--- config.mk ---
export PLATFORM = sky130hd
export DESIGN_NAME = ems_window_mapper
export DESIGN_NICKNAME = d
export VERILOG_FILES = /design/src/rtl/ems_window_mapper.sv
export SDC_FILE = /design/constraint.sdc
export NUM_CORES = 1
export LEC_CHECK = 0
export CORE_AREA = 2 2 78 118
export CTS_CLUSTER_DIAMETER = 50
export DETAILED_ROUTE_END_ITERATION = 6
export DIE_AREA = 0 0 80 120
export HOLD_SLACK_MARGIN = 0.05
export PLACE_DENSITY = 0.76
export SYNTH_ARGS = -nofsm -noshare
export SYNTH_HDL_FRONTEND = slang
export SYNTH_SLANG_ARGS = --single-unit
--- constraint.sdc ---
create_clock -name clk -period 4.7 [get_ports clk]
set_input_delay 0.94 -clock clk [delete_from_list [all_inputs] [get_ports clk]]
set_output_delay 0.94 -clock clk [all_outputs]
set_load 0.01 [all_outputs]
--- src/rtl/ems_window_mapper.sv ---
module ems_window_mapper #(
  parameter int MIN_KB = 640,
  parameter int KB_W   = 11
) (
  input  logic            clk,
  input  logic            rst_n,
  input  logic [KB_W-1:0] mem_kb,
  input  logic [15:0]     io_addr,
  input  logic            io_wr,
  input  logic [7:0]      io_wdata,
  output logic [7:0]      io_rdata,
  input  logic [19:0]     mem_addr,
  output logic            win_hit,
  output logic [20:0]     phys_addr,
  output logic            phys_ok,
  output logic            rom_en
);
  localparam int LIM_W = KB_W + 10;

  logic [3:0][7:0] pg, ct;
  logic            io_en, sel_pg, sel_ct;
  logic [1:0]      io_slot, slot;
  logic [3:0]      idx, rot;
  logic [7:0]      p;
  logic [20:0]     trans;
  logic [LIM_W-1:0] lim;

  assign io_en   = mem_kb > KB_W'(MIN_KB);
  assign io_slot = io_addr[15:14];
  assign sel_pg  = io_addr[13:0] == 14'h208;
  assign sel_ct  = io_addr[13:0] == 14'h209;

  always_ff @(posedge clk or negedge rst_n) begin
    if (!rst_n) begin
      for (int i = 0; i < 4; i++) begin
        pg[i] <= 8'h7F;
        ct[i] <= (i == 3) ? 8'h00 : 8'h80;
      end
    end else if (io_wr && io_en) begin
      if (sel_pg) pg[io_slot] <= io_wdata;
      if (sel_ct) ct[io_slot] <= io_wdata;
    end
  end

  always_comb begin
    io_rdata = 8'hFF;
    if (io_en && sel_pg) io_rdata = pg[io_slot];
    if (io_en && sel_ct) io_rdata = ct[io_slot];
  end

  assign idx    = {ct[3][7], ct[2][7], ct[1][7], ct[0][7]};
  assign rom_en = idx >= 4'd3;

  assign slot    = mem_addr[15:14];
  assign p       = pg[slot];
  assign rot     = idx + 4'd4 - {2'b00, slot};
  assign win_hit = p[7] && (mem_addr[19:18] == 2'b11) && (mem_addr[17:16] == rot[3:2]);

  assign trans     = 21'h0A0000 + {3'b000, p[3:0], 14'b0} + {2'b00, p[6], 18'b0} + {7'b0, mem_addr[13:0]};
  assign phys_addr = win_hit ? trans : {1'b0, mem_addr};
  assign lim       = {mem_kb, 10'b0};
  assign phys_ok   = LIM_W'(phys_addr) < lim;

  AST_WR_BLOCKED: assert property (@(posedge clk) disable iff (!rst_n)
    (io_wr && !io_en) |=> ($stable(pg) && $stable(ct)));
  AST_PAGE_STORE: assert property (@(posedge clk) disable iff (!rst_n)
    (io_wr && io_en && sel_pg) |=> (pg[$past(io_slot)] == $past(io_wdata)));
  AST_OTHER_FF: assert property (@(posedge clk) disable iff (!rst_n)
    (!sel_pg && !sel_ct) |-> (io_rdata == 8'hFF));
  AST_HIT_ENABLED: assert property (@(posedge clk) disable iff (!rst_n)
    win_hit |-> (pg[mem_addr[15:14]][7] && mem_addr[19:18] == 2'b11));
  AST_ROM_LOW: assert property (@(posedge clk) disable iff (!rst_n)
    !rom_en |-> (!ct[3][7] && !ct[2][7]));
  AST_MISS_PASS: assert property (@(posedge clk) disable iff (!rst_n)
    !win_hit |-> (phys_addr == {1'b0, mem_addr}));
endmodule

======== Word-level counts from Yosys, hierarchy flattened ========
Index checks and enable logic that the tools add are counted.
word-level totals
  register bits after elaboration ......... 64
  input bits .............................. 58
  logic and storage cells ................. 44
  output and inout bits ................... 32
operators by class
  reduce and logical (&&, ||, !) cells .... 8
  add/subtract/negate cells ............... 5
  equality and inequality tests ........... 4
  muxes and demuxes ....................... 13
  $lt $le $gt $ge ......................... 6
operators with widths
  operator                                                                      count
  32-bit bitwise mux                                                            2
  8-bit binary-select mux with 2-bit select                                     3
  8-bit 2-to-1 mux                                                              6
  14-bit by 10-bit == test with 1-bit output, second input constant             2
  20-bit by 18-bit adder with 21-bit output, first input constant               1
  21-bit by 14-bit adder with 21-bit output                                     1
  21-bit by 19-bit adder with 21-bit output                                     1
  21-bit less-than comparator                                                   1
  21-bit 2-to-1 mux                                                             1
  8-bit demux with 2-bit select                                                 1
  11-bit by 10-bit > comparator with 1-bit output, second input constant        1
  1-bit logical AND                                                             6
  2-bit by 3-bit less-than comparator with 1-bit output, second input constant  2
  4-bit by 3-bit adder with 4-bit output, second input constant                 1
  4-bit by 2-bit >= comparator with 1-bit output, second input constant         1
  2-bit AND reduction                                                           2
  4-bit by 2-bit subtractor with 4-bit output                                   1
  2-bit == test                                                                 1
  2-bit == test, second input constant                                          1
  2-bit by 1-bit >= comparator with 1-bit output, second input constant         1

======== Depth between registers and ports, before layout ========
Gate-level depths: netlist of run 1.
  depth in word-level cells ............... 7
  depth in mapped cells ................... 16
  depth with buffers taken out ............ 15

======== Least setup slack after synthesis of run 1 ========
No wires, ideal clock.
  kind .................................... input to output
  start ................................... in mem_addr[15]
  end ..................................... out phys_ok
  path buffers ............................ 1
  arrival ................................. 4.107 ns
  stages on the path ...................... 14
  data required time ...................... 3.760 ns
  path slack .............................. -0.347 ns
  cells stage by stage .................... buf_2 inv_1 ha_1 o21ai_0 fa_1 xor2_1 nand3_1 nor3_2 mux2_2 ha_1 nand4_1 or3_1 a21oi_1 o22ai_1
on the way
  elaborated cells between the ends (all ways) .. 11
  classes of those cells .................. add/sub: 4; order compare: 1; eq/ne: 1; mux: 3; reduce/logical: 2
RTL lines
  what                                                                                 RTL line  text
  start, declared                                                                      12        input logic [19:0] mem_addr,
  branches (longest 3 deep; another with 4-bit by 2-bit subtractor with 4-bit output)  -
  1-bit logical AND *                                                                  57        assign win_hit = p[7] && (mem_addr[19:18] == 2'b11) && (mem_addr[17:16] == rot[3:2]);
  named net win_hit                                                                    13        output logic win_hit,
  21-bit 2-to-1 mux *                                                                  60        assign phys_addr = win_hit ? trans : {1'b0, mem_addr};
  named net phys_addr[16]                                                              14        output logic [20:0] phys_addr,
  21-bit less-than comparator *                                                        62        assign phys_ok = LIM_W'(phys_addr) < lim;
  end, declared                                                                        15        output logic phys_ok,
Mark *: on every way through the listed nets, which the timed path passes. The select of a mux whose other input is x is not followed.

======== Worst setup path after layout of run 1 ========
  start ................................... in mem_addr[15]
  end ..................................... out phys_ok
on the way
  cells in the longest elaborated chain, start to end .. 7
  elaborated cells between the ends (all ways) .. 11
  classes of those cells .................. add/sub: 4; order compare: 1; eq/ne: 1; mux: 3; reduce/logical: 2
RTL lines
  what                                       RTL line  text
  8-bit binary-select mux with 2-bit select  55        assign p = pg[slot];
  8-bit 2-to-1 mux (implied by the code)     55
  20-bit by 18-bit adder with 21-bit output  59        assign trans = 21'h0A0000 + {3'b000, p[3:0], 14'b0} + {2'b00, p[6], 18'b0} + {7'b0, mem_addr[13:0]};
  21-bit by 19-bit adder with 21-bit output  59
  21-bit by 14-bit adder with 21-bit output  59
  21-bit 2-to-1 mux *                        60
  21-bit less-than comparator *              62
Mark *: on every way between the ends. The rest lies on a longest branch, timed or not. The select of a mux whose other input is x is not followed.

==> out/results.ini, run 1 <==
[status]
status=finished with violations
violations=negative setup slack

[die]
die-area_um2=9600
die_width_um=80
rows=42
core_area_um2=8620
die_h_um=120
initial_core_util_pct=44.8
ios=90

[place]
placed_cell_area_um2=4680
gp_congestion=0.898
portBuffers=69
hpwl_um=6460

[setup_path]
path_cells=buf_8, inv_4, ha_4, o21ai_2, fa_1, xor2_2, nand3_2, nor3_4, mux2_4, ha_4, nand4_1, or3_4, a21oi_4, o22ai_2, buf_2
cp-start-kind=input port
cp_slowest_cell=fa_1
cp_max_fo=3
crit_top_cell=ha_4
worstSetupPathType=input port to output port
worstSetupEndpointType=output port
cp.required_ns=3.76
crit_arrival_ns=3.95
max_stage_delay_ns=0.54

[power]
power_uw=1330
vdd.ir_drop.worst_mv=0.235
p_leak_uw=0.00229
power.density_nw_per_um2=262

[yosys]
synth.avg_cell_area_um2=13.9
synth_top_area_cell=dfrtp_1
ys_warn_count=0
synth_area_leaders=dfrtp_1 (21%), dfstp_2 (21%), mux2_2 (15%)
yosysSeqAreaShare_pct=42.5
ys.flop_type=dfrtp_1
async_flop_share_pct=100
synth_edf_count=0
synthesis.nets=348
ys_types=41
synthCells=277
synth_top_area_share_pct=21.4
netlist_area_um2=3860
ys_ff_latch=64

[sta]
worst_slew_pin_slew_ns=0.814
maxSlewViolCount=0
rsz0062_at_grt=true
min_period_ns=4.89
finalSetupTns_ns=-0.223
final_hold_viol_count=0
slew_headroom_pct=45.8
setup_ws_ns=-0.186
final-setup-viol-count=2
hold_ws_ns=0.504
fin_worst_skew_ns=0
max_freq_mhz=205
period_share_pct=104

[global_route]
overflow=0
grt_pass1_vias=2868
grt_first_pass_wirelength_um=14800
grt_max_degree=65
grt_antenna_before_repair=0
grtUsageTotal_pct=21.2

[routing]
drc=0
first_pass_iters=4
vias=2590
drt_iter0_drc=100
routed_via_density=5.51
wl_per_cell_um=20.2
wl_um=9490
postRouteAntennaNets=0

[clock_tree]
cts_root_buf=clkbuf_16
cts.sinks=64
cts_buffers=9
clk_latency_ns=0.33
htreeDepth=3
cts_tree=built
cts.clk_slew.worst_paths_ns=0.05
cts_buffer_depth=2

[final_layout]
layout.filler_cells=684
drive_gt1_share_pct=50.0
fin_area_um2=5070
final_common_cell=clkdlybuf4s50_1
diodes=0
final_cell_mix=clkdlybuf4s50_1 (64), mux2_2 (50), dfrtp_1 (33)
areaGrowthSynthToFinish_pct=31.3
utilization_pct=58.8
fin_nets=426

[hold_path]
hold_path.class=flop to flop

[run]
maxCapViolations=0

metrics by stage:
stage	setup WS, ns	std cells
2_1_floorplan	-0.0505	277
3_3_place_gp	-0.892	445
3_5_place_dp	-1.01	445
4_1_cts	-0.117	470
5_1_grt	-0.334	470
6_report	-0.186	470
timing repair:
item,in CTS,in global routing
setup buffers,9,0
pin swaps,9,9
hold buffers,0,0
resized for setup,18,7
endpoints found under the setup margin,7,2
cell type report:
type / instances / area [um^2] / area share, %
clock buffer: 16 / 282 / 5.55
inverter: 15 / 58.8 / 1.16
multi-input combinational: 171 / 2080 / 41.0
sequential: 64 / 1640 / 32.4
tap: 110 / 138 / 2.72
timing repair buffer: 94 / 871 / 17.2
metal layers:
layer	GRT usage [%]	wire length (um)
met1	24.0	3690
met2	37.3	5180
met3	4.81	459
met4	9.32	171
met5	0	0
flip-flops by register name, indices dropped and copies added (netlist names):
signal / count
ct: 32
pg: 32
kinds of logic (layout without fill, tap and decap cells):
family | after synthesis | in the layout | share of synthesized area, %
xor gates and xnor gates | 3 | 3 | 0.681
AOI/OAI and AO/OA | 17 | 17 | 3.24
adders and majority gates | 13 | 13 | 4.41
buffers and inverters | 42 | 125 | 6.09
and+or+nand+nor | 41 | 41 | 7.74
DFF | 64 | 64 | 42.5
muxes | 97 | 97 | 35.4
synthesized netlist by cell type (all sizes together) (6+ instances only):
library cell and instances:
inv 15, nor2 6, nand4 6, buf 25, dfrtp 33, mux4 20, mux2 67, mux2i 10
dfstp 31, ha 12, nand2 8
power by group:
group / internal (uW) / switching, uW / total, uW
Sequential: 553 / 0.0891 / 553
Combinational: 78.7 / 72.1 / 151
Clock: 401 / 221 / 621
critical path: cells and delay by family:
family                     cells  cell delay [ns]
muxes                          1             0.35
xor gates and xnor gates       1             0.15
and+or+nand+nor                4             0.89
buffers and inverters          3             0.25
adders and majority gates      3             1.05
AOI/OAI and AO/OA              3             0.30
worst paths after layout:
| path | endpoint | from | depth (start not counted) | slack, ns |
|---|---|---|---|---|
| worst max-delay path | phys_ok | mem_addr[15] | 15 | -0.19 |
| worst min-delay path | ct[12] | ct[12] | 1 | 0.50 |
| worst max register to register | ct[15] | ct[15] | 1 | 3.89 |
| worst min register to register | ct[12] | ct[12] | 1 | 0.50 |
| max in group asynchronous | ct[6] | rst_n | 2 | 3.37 |
| min in group asynchronous | ct[24] | rst_n | 2 | 0.78 |
No activity file was read; power rests on OpenSTA's default activity.
==> run 2: changes to the inputs <==
CORE_AREA = 2 2 73 109   (was 2 2 78 118)
DIE_AREA = 0 0 75 111   (was 0 0 80 120)
PLACE_DENSITY = 0.83   (was 0.76)
clock period = 6.25 ns   (was 4.7 ns; I/O delays follow)
==> run 2 against run 1 <==
Against the previous run: the flow now finishes without violations; combinational power fell by 34%; sequential power fell by 25%; first-iteration DRC count fell by 8.0%; count of clock-buffer cells in the layout fell by 1; clock skew did not move; non-clock buffer count fell by 17; global-route usage rose by 1.2 points; cell count fell by 5.5%; critical path depth rose by 3; die area fell by 13%; register-to-register slack improved by 1.6 ns; utilization rose by 5.7 points.
==> out/results.ini, run 2 (same netlist as run 1, synthesis figures left out) <==
[run]
maxCapViolations=0

[routing]
drc=0
wl_um=8710
drt_iter0_drc=92
routed_via_density=5.76
postRouteAntennaNets=0
vias=2557
first_pass_iters=4
wl_per_cell_um=19.6

[setup_path]
critical_path.startpoint=mem_addr[15]
worstSetupPathType=input port to output port
crit_arrival_ns=4.65
path_buf_inv=4
cp_slowest_cell=clkdlybuf4s50_1
cp.required_ns=5.00
timing.rr.start=ct[31]
cp-start-kind=input port
worstSetupEndpointType=output port
max_stage_delay_ns=0.50
cp_max_fo=8
path_cells=clkdlybuf4s50_1, inv_1, ha_1, o21ai_0, fa_1, xor2_1, nand3_1, nor3_2, buf_4, a21oi_1, a31oi_1, ha_1, a211oi_1, nor2_1, nor2_1, a21oi_1, o22ai_1, clkbuf_2
crit_family=adder cells

[global_route]
grt_antenna_before_repair=0
grtUsageTotal_pct=22.4
grt_pass1_vias=2768
grt_max_degree=65
overflow=0
grt_first_pass_wirelength_um=13600

[clock_tree]
cts_setup_buffers=0
cts_buffers=9
cts.clk_slew.worst_paths_ns=0.05
cts_tree=built
htreeDepth=3
cts_root_buf=clkbuf_16
clk_latency_ns=0.32
cts_buffer_depth=2
cts.sinks=64

[die]
die_h_um=111
core_area_um2=7470
rows=39
die_width_um=75
die-area_um2=8330
initial_core_util_pct=51.7
ios=90

[sta]
period_share_pct=94.4
max_freq_mhz=169
final-setup-viol-count=0
final_hold_viol_count=0
worst_slew_pin_slew_ns=0.927
min_period_ns=5.90
rsz0062_at_grt=false
maxSlewViolCount=0
slew_headroom_pct=38.0
hold_ws_ns=0.502
fin_worst_skew_ns=0

[final_layout]
drive_gt1_share_pct=43.0
fin_cells=444
diodes=0
final_cell_mix=clkdlybuf4s50_1 (67), mux2_2 (51), dfrtp_1 (33)
top_regs=ct (32), pg (32)
areaGrowthSynthToFinish_pct=24.8
final_common_cell=clkdlybuf4s50_1
fin_nets=409

[power]
power.density_nw_per_um2=200
p_int_uw=755
swShare_pct=21.4
seqPwrFrac_pct=43.3
p_switching_uw=206
p_comb_share_pct=10.3
pwr-share-clk_pct=46.4
p_leak_uw=0.00217
vdd.ir_drop.worst_mv=0.189

[status]
status=completed

[hold_path]
hold_path.class=flop to flop
min_from=ct[28]

[place]
portBuffers=69
dp_cells=429
hpwl_um=6330
gp_congestion=0.827

==> run 2: cell count changes in the layout (fill, tap and decap cells not counted), sizes merged <==
| cell | change |
|---|---|
| dlygate4sd2 | -1 |
| clkdlybuf4s50 | +3 |
| buf | -20 |
==> run 2: metrics by stage <==
stage / area, um^2 / worst slack (ns) / setup TNS [ns] / total power [uW] / utilization, %
2_1_floorplan: 3860 / 0.583 / 0 / 469 / -
4_1_cts: 4820 / 0.213 / 0 / 972 / 64.6
5_1_grt: 4820 / 0.00164 / 0 / 1000 / 64.5
3_5_place_dp: 4560 / -0.0480 / -0.0480 / 523 / 61.0
3_3_place_gp: 4560 / 0.0192 / 0 / 521 / 61.0
6_report: 4820 / 0.349 / 0 / 961 / 64.5
==> run 2: cell type report <==
| cell class | count | area, um^2 |
|---|---|---|
| fillers | 563 | 2650 |
| multi-input cells | 171 | 1990 |
| flip-flops and latches | 64 | 1640 |
| repair buffers | 77 | 741 |
| clock buffers | 15 | 268 |
| well taps | 102 | 128 |
| inverters | 15 | 56.3 |
==> run 2: power by group through the flow <==
stage / logic (uW) / registers (uW) / clock network [uW]
2_1_floorplan: 46.2 / 422 / 0
5_1_grt: 109 / 416 / 476
6_report: 99.2 / 416 / 446
3_5_place_dp: 101 / 422 / 0
3_3_place_gp: 98.6 / 422 / 0
4_1_cts: 101 / 416 / 455
==> run 2: layer usage <==
metal / routed length, um / part of all wire, % / global-route usage (%) / up-vias
met5: 0 / 0 / 0 / -
met4: 214 / 2.5 / 10.2 / 0
met3: 453 / 5.2 / 4.91 / 21
met2: 4600 / 53 / 38.1 / 84
met1: 3450 / 40 / 25.9 / 1310
li1: - / - / - / 1142
==> run 2: worst paths after layout <==
check | cells after the start | endpoint | slack, ns
setup reg to reg | 1 | ct[31] | 5.45
setup / recovery | 18 | phys_ok | 0.35
hold reg to reg | 1 | ct[28] | 0.50
hold / removal | 1 | ct[28] | 0.50
max in group asynchronous | 2 | ct[18] | 4.63
min in group asynchronous | 2 | ct[27] | 1.09
==> run 2: what timing repair did <==
action | in CTS | in global routing
setup endpoints to repair | 1 | 1
pin swaps | 0 | 1
hold buffers | 0 | 0
gates resized for setup | 1 | 2
==> run 3: changes to the inputs <==
GPL_ROUTABILITY_DRIVEN = 0   (was default)
==> results of run 3 <==
No change in the layout: final DEF, timing and power equal those of run 2.
